$ cat src/rtl/mdio_pkg.sv
package mdio_pkg;
  localparam int ADDR_W     = 5;
  localparam int DATA_W     = 16;
  localparam int FRAME_BITS = 32;
  localparam int TA_POS     = 14;  // first turnaround bit within a frame
  localparam int DATA_POS   = 16;  // first data bit within a frame

  // start code: basic framing 01, extended framing 00
  function automatic logic [1:0] start_code(input logic ext);
    return ext ? 2'b00 : 2'b01;
  endfunction

  // opcode bits on the wire
  function automatic logic [1:0] op_code(input logic ext, input logic [1:0] op);
    logic [1:0] r;
    if (!ext) r = op[0] ? 2'b10 : 2'b01;
    else begin
      case (op)
        2'd0:    r = 2'b00;  // address
        2'd1:    r = 2'b01;  // write
        2'd2:    r = 2'b10;  // read, post-increment
        default: r = 2'b11;  // read
      endcase
    end
    return r;
  endfunction

  function automatic logic op_is_read(input logic ext, input logic [1:0] op);
    return ext ? op[1] : op[0];
  endfunction

  function automatic logic [FRAME_BITS-1:0] build_frame(
      input logic ext, input logic [1:0] op,
      input logic [ADDR_W-1:0] phy, input logic [ADDR_W-1:0] regad,
      input logic [DATA_W-1:0] data);
    logic rd;
    rd = op_is_read(ext, op);
    return {start_code(ext), op_code(ext, op), phy, regad,
            rd ? 2'b11 : 2'b10, rd ? {DATA_W{1'b1}} : data};
  endfunction
endpackage

$ cat src/rtl/mdio_clkgen.sv
module mdio_clkgen #(
  parameter int DIV_W = 8
) (
  input  logic             clk,
  input  logic             rst_n,
  input  logic             run,
  input  logic [DIV_W-1:0] div,
  output logic             mdc,
  output logic             tick_rise,
  output logic             tick_fall
);
  logic [DIV_W-1:0] cnt;
  logic             wrap;

  assign wrap      = run && (cnt == div);
  assign tick_rise = wrap && !mdc;
  assign tick_fall = wrap && mdc;

  always_ff @(posedge clk or negedge rst_n) begin
    if (!rst_n) begin
      cnt <= '0;
      mdc <= 1'b0;
    end else if (!run) begin
      cnt <= '0;
      mdc <= 1'b0;
    end else if (wrap) begin
      cnt <= '0;
      mdc <= ~mdc;
    end else begin
      cnt <= cnt + 1'b1;
    end
  end

  assert_mdc_idle_low_R2: assert property (@(posedge clk) disable iff (!rst_n)
    !run |=> !mdc);
  assert_mdc_hold_R2: assert property (@(posedge clk) disable iff (!rst_n)
    (run && cnt != div) |=> $stable(mdc));
endmodule

$ cat src/rtl/mdio_framer.sv
module mdio_framer
  import mdio_pkg::*;
#(
  parameter int PRE_LEN = 32
) (
  input  logic              clk,
  input  logic              rst_n,
  input  logic              start,
  input  logic              ext,
  input  logic              pre_en,
  input  logic [1:0]        op,
  input  logic [ADDR_W-1:0] phy,
  input  logic [ADDR_W-1:0] regad,
  input  logic [DATA_W-1:0] wdata,
  input  logic              tick_rise,
  input  logic              tick_fall,
  input  logic              mdio_i,
  output logic              busy,
  output logic              done,
  output logic              mdio_o,
  output logic              mdio_oe,
  output logic [DATA_W-1:0] rx_data,
  output logic              ta_ok
);
  localparam int SR_W  = PRE_LEN + FRAME_BITS;
  localparam int POS_W = $clog2(SR_W);

  logic [SR_W-1:0]  tx_sr;
  logic [POS_W-1:0] pos, last_q, off_q, fidx;
  logic             rd_q, in_frame, rx_phase;
  logic [FRAME_BITS-1:0] frame_w;

  assign frame_w  = build_frame(ext, op, phy, regad, wdata);
  assign fidx     = pos - off_q;
  assign in_frame = pos >= off_q;
  assign rx_phase = rd_q && in_frame && (fidx >= POS_W'(TA_POS));
  assign done     = busy && tick_fall && (pos == last_q);
  assign mdio_o   = busy ? tx_sr[SR_W-1] : 1'b1;
  assign mdio_oe  = busy && !rx_phase;

  always_ff @(posedge clk or negedge rst_n) begin
    if (!rst_n) begin
      busy    <= 1'b0;
      tx_sr   <= '0;
      pos     <= '0;
      last_q  <= '0;
      off_q   <= '0;
      rd_q    <= 1'b0;
      rx_data <= '0;
      ta_ok   <= 1'b0;
    end else if (start) begin
      busy    <= 1'b1;
      pos     <= '0;
      rd_q    <= op_is_read(ext, op);
      rx_data <= '0;
      ta_ok   <= 1'b0;
      if (pre_en) begin
        tx_sr  <= {{PRE_LEN{1'b1}}, frame_w};
        last_q <= POS_W'(SR_W - 1);
        off_q  <= POS_W'(PRE_LEN);
      end else begin
        tx_sr  <= {frame_w, {PRE_LEN{1'b0}}};
        last_q <= POS_W'(FRAME_BITS - 1);
        off_q  <= '0;
      end
    end else if (busy) begin
      if (tick_rise && rd_q && in_frame) begin
        if (fidx == POS_W'(TA_POS + 1)) ta_ok <= !mdio_i;
        if (fidx >= POS_W'(DATA_POS)) rx_data <= {rx_data[DATA_W-2:0], mdio_i};
      end
      if (tick_fall) begin
        if (pos == last_q) busy <= 1'b0;
        else begin
          pos   <= pos + 1'b1;
          tx_sr <= {tx_sr[SR_W-2:0], 1'b0};
        end
      end
    end
  end

  assert_tx_on_fall_R6: assert property (@(posedge clk) disable iff (!rst_n)
    (busy && !tick_fall) |=> $stable(mdio_o));
  assert_release_only_read_R8: assert property (@(posedge clk) disable iff (!rst_n)
    (busy && !mdio_oe) |-> rd_q);
  assert_oe_off_when_idle_R1: assert property (@(posedge clk) disable iff (!rst_n)
    !busy |-> !mdio_oe);
endmodule

$ cat src/rtl/mdio_master.sv
module mdio_master
  import mdio_pkg::*;
#(
  parameter int DIV_W = 8
) (
  input  logic              clk,
  input  logic              rst_n,
  input  logic              cfg_we,
  input  logic [DIV_W-1:0]  cfg_div,
  input  logic              cfg_clause45,
  input  logic              cfg_preamble,
  input  logic              wdat_we,
  input  logic [15:0]       wdat,
  input  logic              cmd_we,
  input  logic [1:0]        cmd_op,
  input  logic [4:0]        cmd_phy,
  input  logic [4:0]        cmd_reg,
  input  logic              mdio_i,
  output logic              mdc,
  output logic              mdio_o,
  output logic              mdio_oe,
  output logic              wr_pending,
  output logic              rd_pending,
  output logic              rd_valid,
  output logic [15:0]       rd_data
);
  logic [DIV_W-1:0]  div_q;
  logic              ext_q, pre_q;
  logic [DATA_W-1:0] wdat_q;
  logic              busy, done, start, tick_rise, tick_fall, ta_ok;
  logic [DATA_W-1:0] rx_data;

  assign start = cmd_we && !busy;

  always_ff @(posedge clk or negedge rst_n) begin
    if (!rst_n) begin
      div_q  <= '0;
      ext_q  <= 1'b0;
      pre_q  <= 1'b0;
      wdat_q <= '0;
    end else begin
      if (cfg_we && !busy) begin
        div_q <= cfg_div;
        ext_q <= cfg_clause45;
        pre_q <= cfg_preamble;
      end
      if (wdat_we) wdat_q <= wdat;
    end
  end

  always_ff @(posedge clk or negedge rst_n) begin
    if (!rst_n) begin
      wr_pending <= 1'b0;
      rd_pending <= 1'b0;
      rd_valid   <= 1'b0;
      rd_data    <= '0;
    end else if (start) begin
      if (op_is_read(ext_q, cmd_op)) begin
        rd_pending <= 1'b1;
        rd_valid   <= 1'b0;
      end else begin
        wr_pending <= 1'b1;
      end
    end else if (done) begin
      wr_pending <= 1'b0;
      rd_pending <= 1'b0;
      if (rd_pending) begin
        rd_data  <= rx_data;
        rd_valid <= ta_ok;
      end
    end
  end

  mdio_clkgen #(.DIV_W(DIV_W)) u_clk (
    .clk(clk), .rst_n(rst_n), .run(busy), .div(div_q),
    .mdc(mdc), .tick_rise(tick_rise), .tick_fall(tick_fall)
  );

  mdio_framer #(.PRE_LEN(32)) u_frm (
    .clk(clk), .rst_n(rst_n), .start(start), .ext(ext_q), .pre_en(pre_q),
    .op(cmd_op), .phy(cmd_phy), .regad(cmd_reg), .wdata(wdat_q),
    .tick_rise(tick_rise), .tick_fall(tick_fall), .mdio_i(mdio_i),
    .busy(busy), .done(done), .mdio_o(mdio_o), .mdio_oe(mdio_oe),
    .rx_data(rx_data), .ta_ok(ta_ok)
  );

  assert_one_pending_R7: assert property (@(posedge clk) disable iff (!rst_n)
    !(wr_pending && rd_pending));
  assert_pending_tracks_frame_R7: assert property (@(posedge clk) disable iff (!rst_n)
    (wr_pending || rd_pending) == busy);
  assert_valid_at_read_end_R8: assert property (@(posedge clk) disable iff (!rst_n)
    $rose(rd_valid) |-> $fell(rd_pending));
  assert_cfg_held_busy_R10: assert property (@(posedge clk) disable iff (!rst_n)
    (busy && cfg_we) |=> $stable(div_q));
endmodule

$ cat config.mk
export PLATFORM = sky130hd
export DESIGN_NAME = mdio_master
export DESIGN_NICKNAME = d
export VERILOG_FILES = /design/src/rtl/mdio_pkg.sv /design/src/rtl/mdio_clkgen.sv /design/src/rtl/mdio_framer.sv /design/src/rtl/mdio_master.sv
export SDC_FILE = /design/constraint.sdc
export NUM_CORES = 1
export LEC_CHECK = 0
export BUFFER_PORTS_ARGS = -buffer_cell sky130_fd_sc_hd__buf_2
export CAP_MARGIN = 20
export CORE_MARGIN = 3
export CORE_UTILIZATION = 42
export CTS_CLUSTER_SIZE = 24
export DETAILED_ROUTE_END_ITERATION = 8
export PLACE_DENSITY = 0.7
export SLEW_MARGIN = 30
export SYNTH_ARGS = -nofsm -noshare
export SYNTH_HDL_FRONTEND = slang
export SYNTH_SLANG_ARGS = --single-unit
$ cat constraint.sdc
create_clock -name clk -period 2.8 [get_ports clk]
set_input_delay 0.28 -clock clk [delete_from_list [all_inputs] [get_ports clk]]
set_output_delay 0.28 -clock clk [all_outputs]
set_load 0.03 [all_outputs]
==> flow_summary.toml <==
[outcome]
status = "complete, but fails checks"
violations = "hold timing"

[power]
ir_drop_mv = 0.494
p_leak_nw = 3.51
power.density_nw_per_um2 = 807

[final_layout]
instances_no_fill = 896
antennaDiodeCount = 0
final_nets = 720
fillCellCount = 1394
syn_to_final_growth_pct = 17.9
drive_gt1_share_pct = 25.8
final_area_um2 = 7830

[setup_path]
path_max_fanout = 16
cp-end-kind = "flip-flop"
cp-start-kind = "flip-flop"
required_ns = 3.09
reg2reg_slack_ns = 0.38
arrival_ns = 2.72
crit_type = "reg2reg"
rr_endpoint = "u_frm.rx_data[9]"
rr_worst_depth = 8
r2r_start = "u_frm.pos[5]"

[clock_tree]
htreeDepth = 4
cts_tree = "done"
clock-sinks = 145
root_buffer = "clkbuf_16"
cts_setup_buffers = 0
worst_skew_pair.late_latency_ns = 0.42
cts_resized = 0
cts_buffers = 17
cts.clk_slew.worst_paths_ns = 0.06
hold_buffers = 0
cts_buffer_depth = 2

[drt]
drt_iter0_markers = 521
vias_per_cell = 5.74
dr.pass1.iters = 5
wl_um = 16500
num_vias = 5140
routedWlPerCell_um = 18.5
ant_nets = 0
drc = 0

[place]
dp.cells = 864
placed_cell_area_um2 = 7250
port_buffers = 65
gp_congestion = 0.856
hpwl_um = 10900

[run]
maxCapViolCount = 0

[timing]
finalHoldViolations = 96
setup_viol = 0
max_slew_margin_pct = 48.9
drv_slew = 0
fin_tns_setup_ns = 0
fmax_mhz = 412
period_minus_slack_ns = 2.42
hold_ws_ns = -0.0448
finalCritPeriodShare_pct = 86.6
rsz0062_at_grt = "no"
fin_worst_skew_ns = 0.0109
tightest_slew_ns = 0.767

[floorplan]
die_area_um2 = 17400
die_x_um = 132
die_h_um = 132
row_count = 45
initial_core_util_pct = 43.3
core_um2 = 15300
pin_count = 66

[grt]
grt_pass1_wl_um = 27400
antenna_found_initial = 0
grt_overflow = 0
grt_pass1_vias = 5350
grt_use_total_pct = 19.4
grt_start_max_net_pins = 98

[yosys]
yosysWarnings = 0
seq_area_frac_synth_pct = 54.7
syn-cell-area_um2 = 6640
yosys.cell_types.count = 53
avgSynthCellArea_um2 = 10.9
syn-instance-count = 610
ys_ff_latch = 145
synth_nets = 658

[min_path]
holdCritPathClass = "in2async"
-- critical path, stage by stage, from the launching register on --
cell      delay, ns
dfrtp_1        0.34
inv_1          0.06
ha_1           0.31
nor2b_1        0.34
nand2_1        0.10
a21boi_1       0.24
nor4b_4        0.23
buf_4          0.30
mux2_2         0.37
-- routing by layer --
metal	part of all wire, %	GRT usage (%)
met5	0	0
met4	2.8	9.45
met2	48	30.7
met3	5.4	4.17
met1	44	25.6
-- worst max-delay path by stage --
stage / startpoint / to / slack, ns / cells past startpoint
3_3_place_gp: u_frm.pos[5] / u_frm.rx_data[1] / 0.52 / 8
4_1_cts: u_frm.pos[5] / mdio_oe / 0.38 / 7
6_report: u_frm.pos[5] / u_frm.rx_data[9] / 0.38 / 8
2_1_floorplan: u_frm.off_q[5] / u_frm.rx_data[13] / 0.53 / 7
5_1_grt: u_frm.pos[5] / u_frm.rx_data[9] / 0.20 / 8
3_5_place_dp: u_frm.pos[5] / u_frm.rx_data[1] / 0.41 / 8
-- power by group --
group	switching, mW	internal [mW]	leakage [nW]
Clock	0.844	1.35	0.272
Sequential	0.311	2.57	1.80
Combinational	0.667	0.573	1.43
Total	1.82	4.49	3.51
-- metrics by stage --
step	total power, mW	hold WS (ns)	util (%)	setup slack (ns)
5_1_grt	6.64	0.0110	51.1	0.199
6_report	6.32	-0.0448	51.1	0.375
3_3_place_gp	4.04	0.442	47.3	0.522
3_5_place_dp	4.13	0.444	47.3	0.409
4_1_cts	6.35	0.00449	51.1	0.383
2_1_floorplan	3.73	-0.0156	-	0.531
-- flip-flops by register name, summed over array words and instances, names as in the netlist, 6 cells and up --
register       flops
div_q              8
rd_data           16
u_clk.cnt          8
u_frm.pos          6
u_frm.rx_data     16
u_frm.tx_sr       64
wdat_q            16
-- area by class of cell --
class	instances	area (um2)	area share, %
Multi-Input combinational cell	400	2760	35.3
Sequential cell	145	3630	46.4
Tap cell	211	264	3.37
Timing Repair Buffer	89	527	6.73
Clock buffer	22	464	5.93
Clock inverter	10	110	1.41
Inverter	19	71.3	0.911
-- cell families after synthesis --
family                   after synthesis  synth area share (%)
AND/OR/NAND/NOR                      173                  13.3
AO/OA/AOI/OAI                        143                  14.6
XOR/XNOR                              16                  2.11
flip-flops                           145                  54.7
buffers and inverters                 65                  3.92
adder cells (fa/ha/maj)                4                 0.754
multiplexers                          64                  10.6
-- cells in the mapped netlist (all sizes together) --
cell	n	area, um2
a211oi	14	105
a21boi	5	37.5
a21o	1	7.51
a21oi	7	38.8
a221o	8	80.1
a221oi	2	17.5
a22o	1	8.76
a311o	1	10.0
a31o	1	8.76
a31oi	3	18.8
and2	17	106
and3	6	37.5
buf	10	53.8
clkbuf	36	135
dfrtp	145	3630
ha	4	50.1
inv	19	71.3
mux2	50	567
mux2i	14	140
nand2	45	171
nand2b	7	43.8
nand3	31	168
nand3b	1	7.51
nand4	2	12.5
nor2	42	158
nor2b	3	18.8
nor3	7	35.0
nor4	8	80.1
nor4b	2	32.5
o211ai	23	173
o21a	1	7.51
o21ai	47	235
o221a	1	11.3
o221ai	7	61.3
o22ai	15	93.8
o311a	2	20.0
o311ai	3	26.3
o31ai	1	7.51
or3	1	6.26
or4	1	7.51
xnor2	5	43.8
xor2	11	96.3
-- placed cells by master (no fill, tap or decap), types with 15 or more instances in the layout --
master and instances:
buf_2 64, and2_1 17, clkbuf_16 17, o22ai_1 15, buf_4 23, o21ai_0 47
mux2_2 48, o211ai_1 23, nand3_1 30, nand2_1 44, nor2_1 42, dfrtp_1 145
inv_1 19
Power figures use the tool's default switching activity.
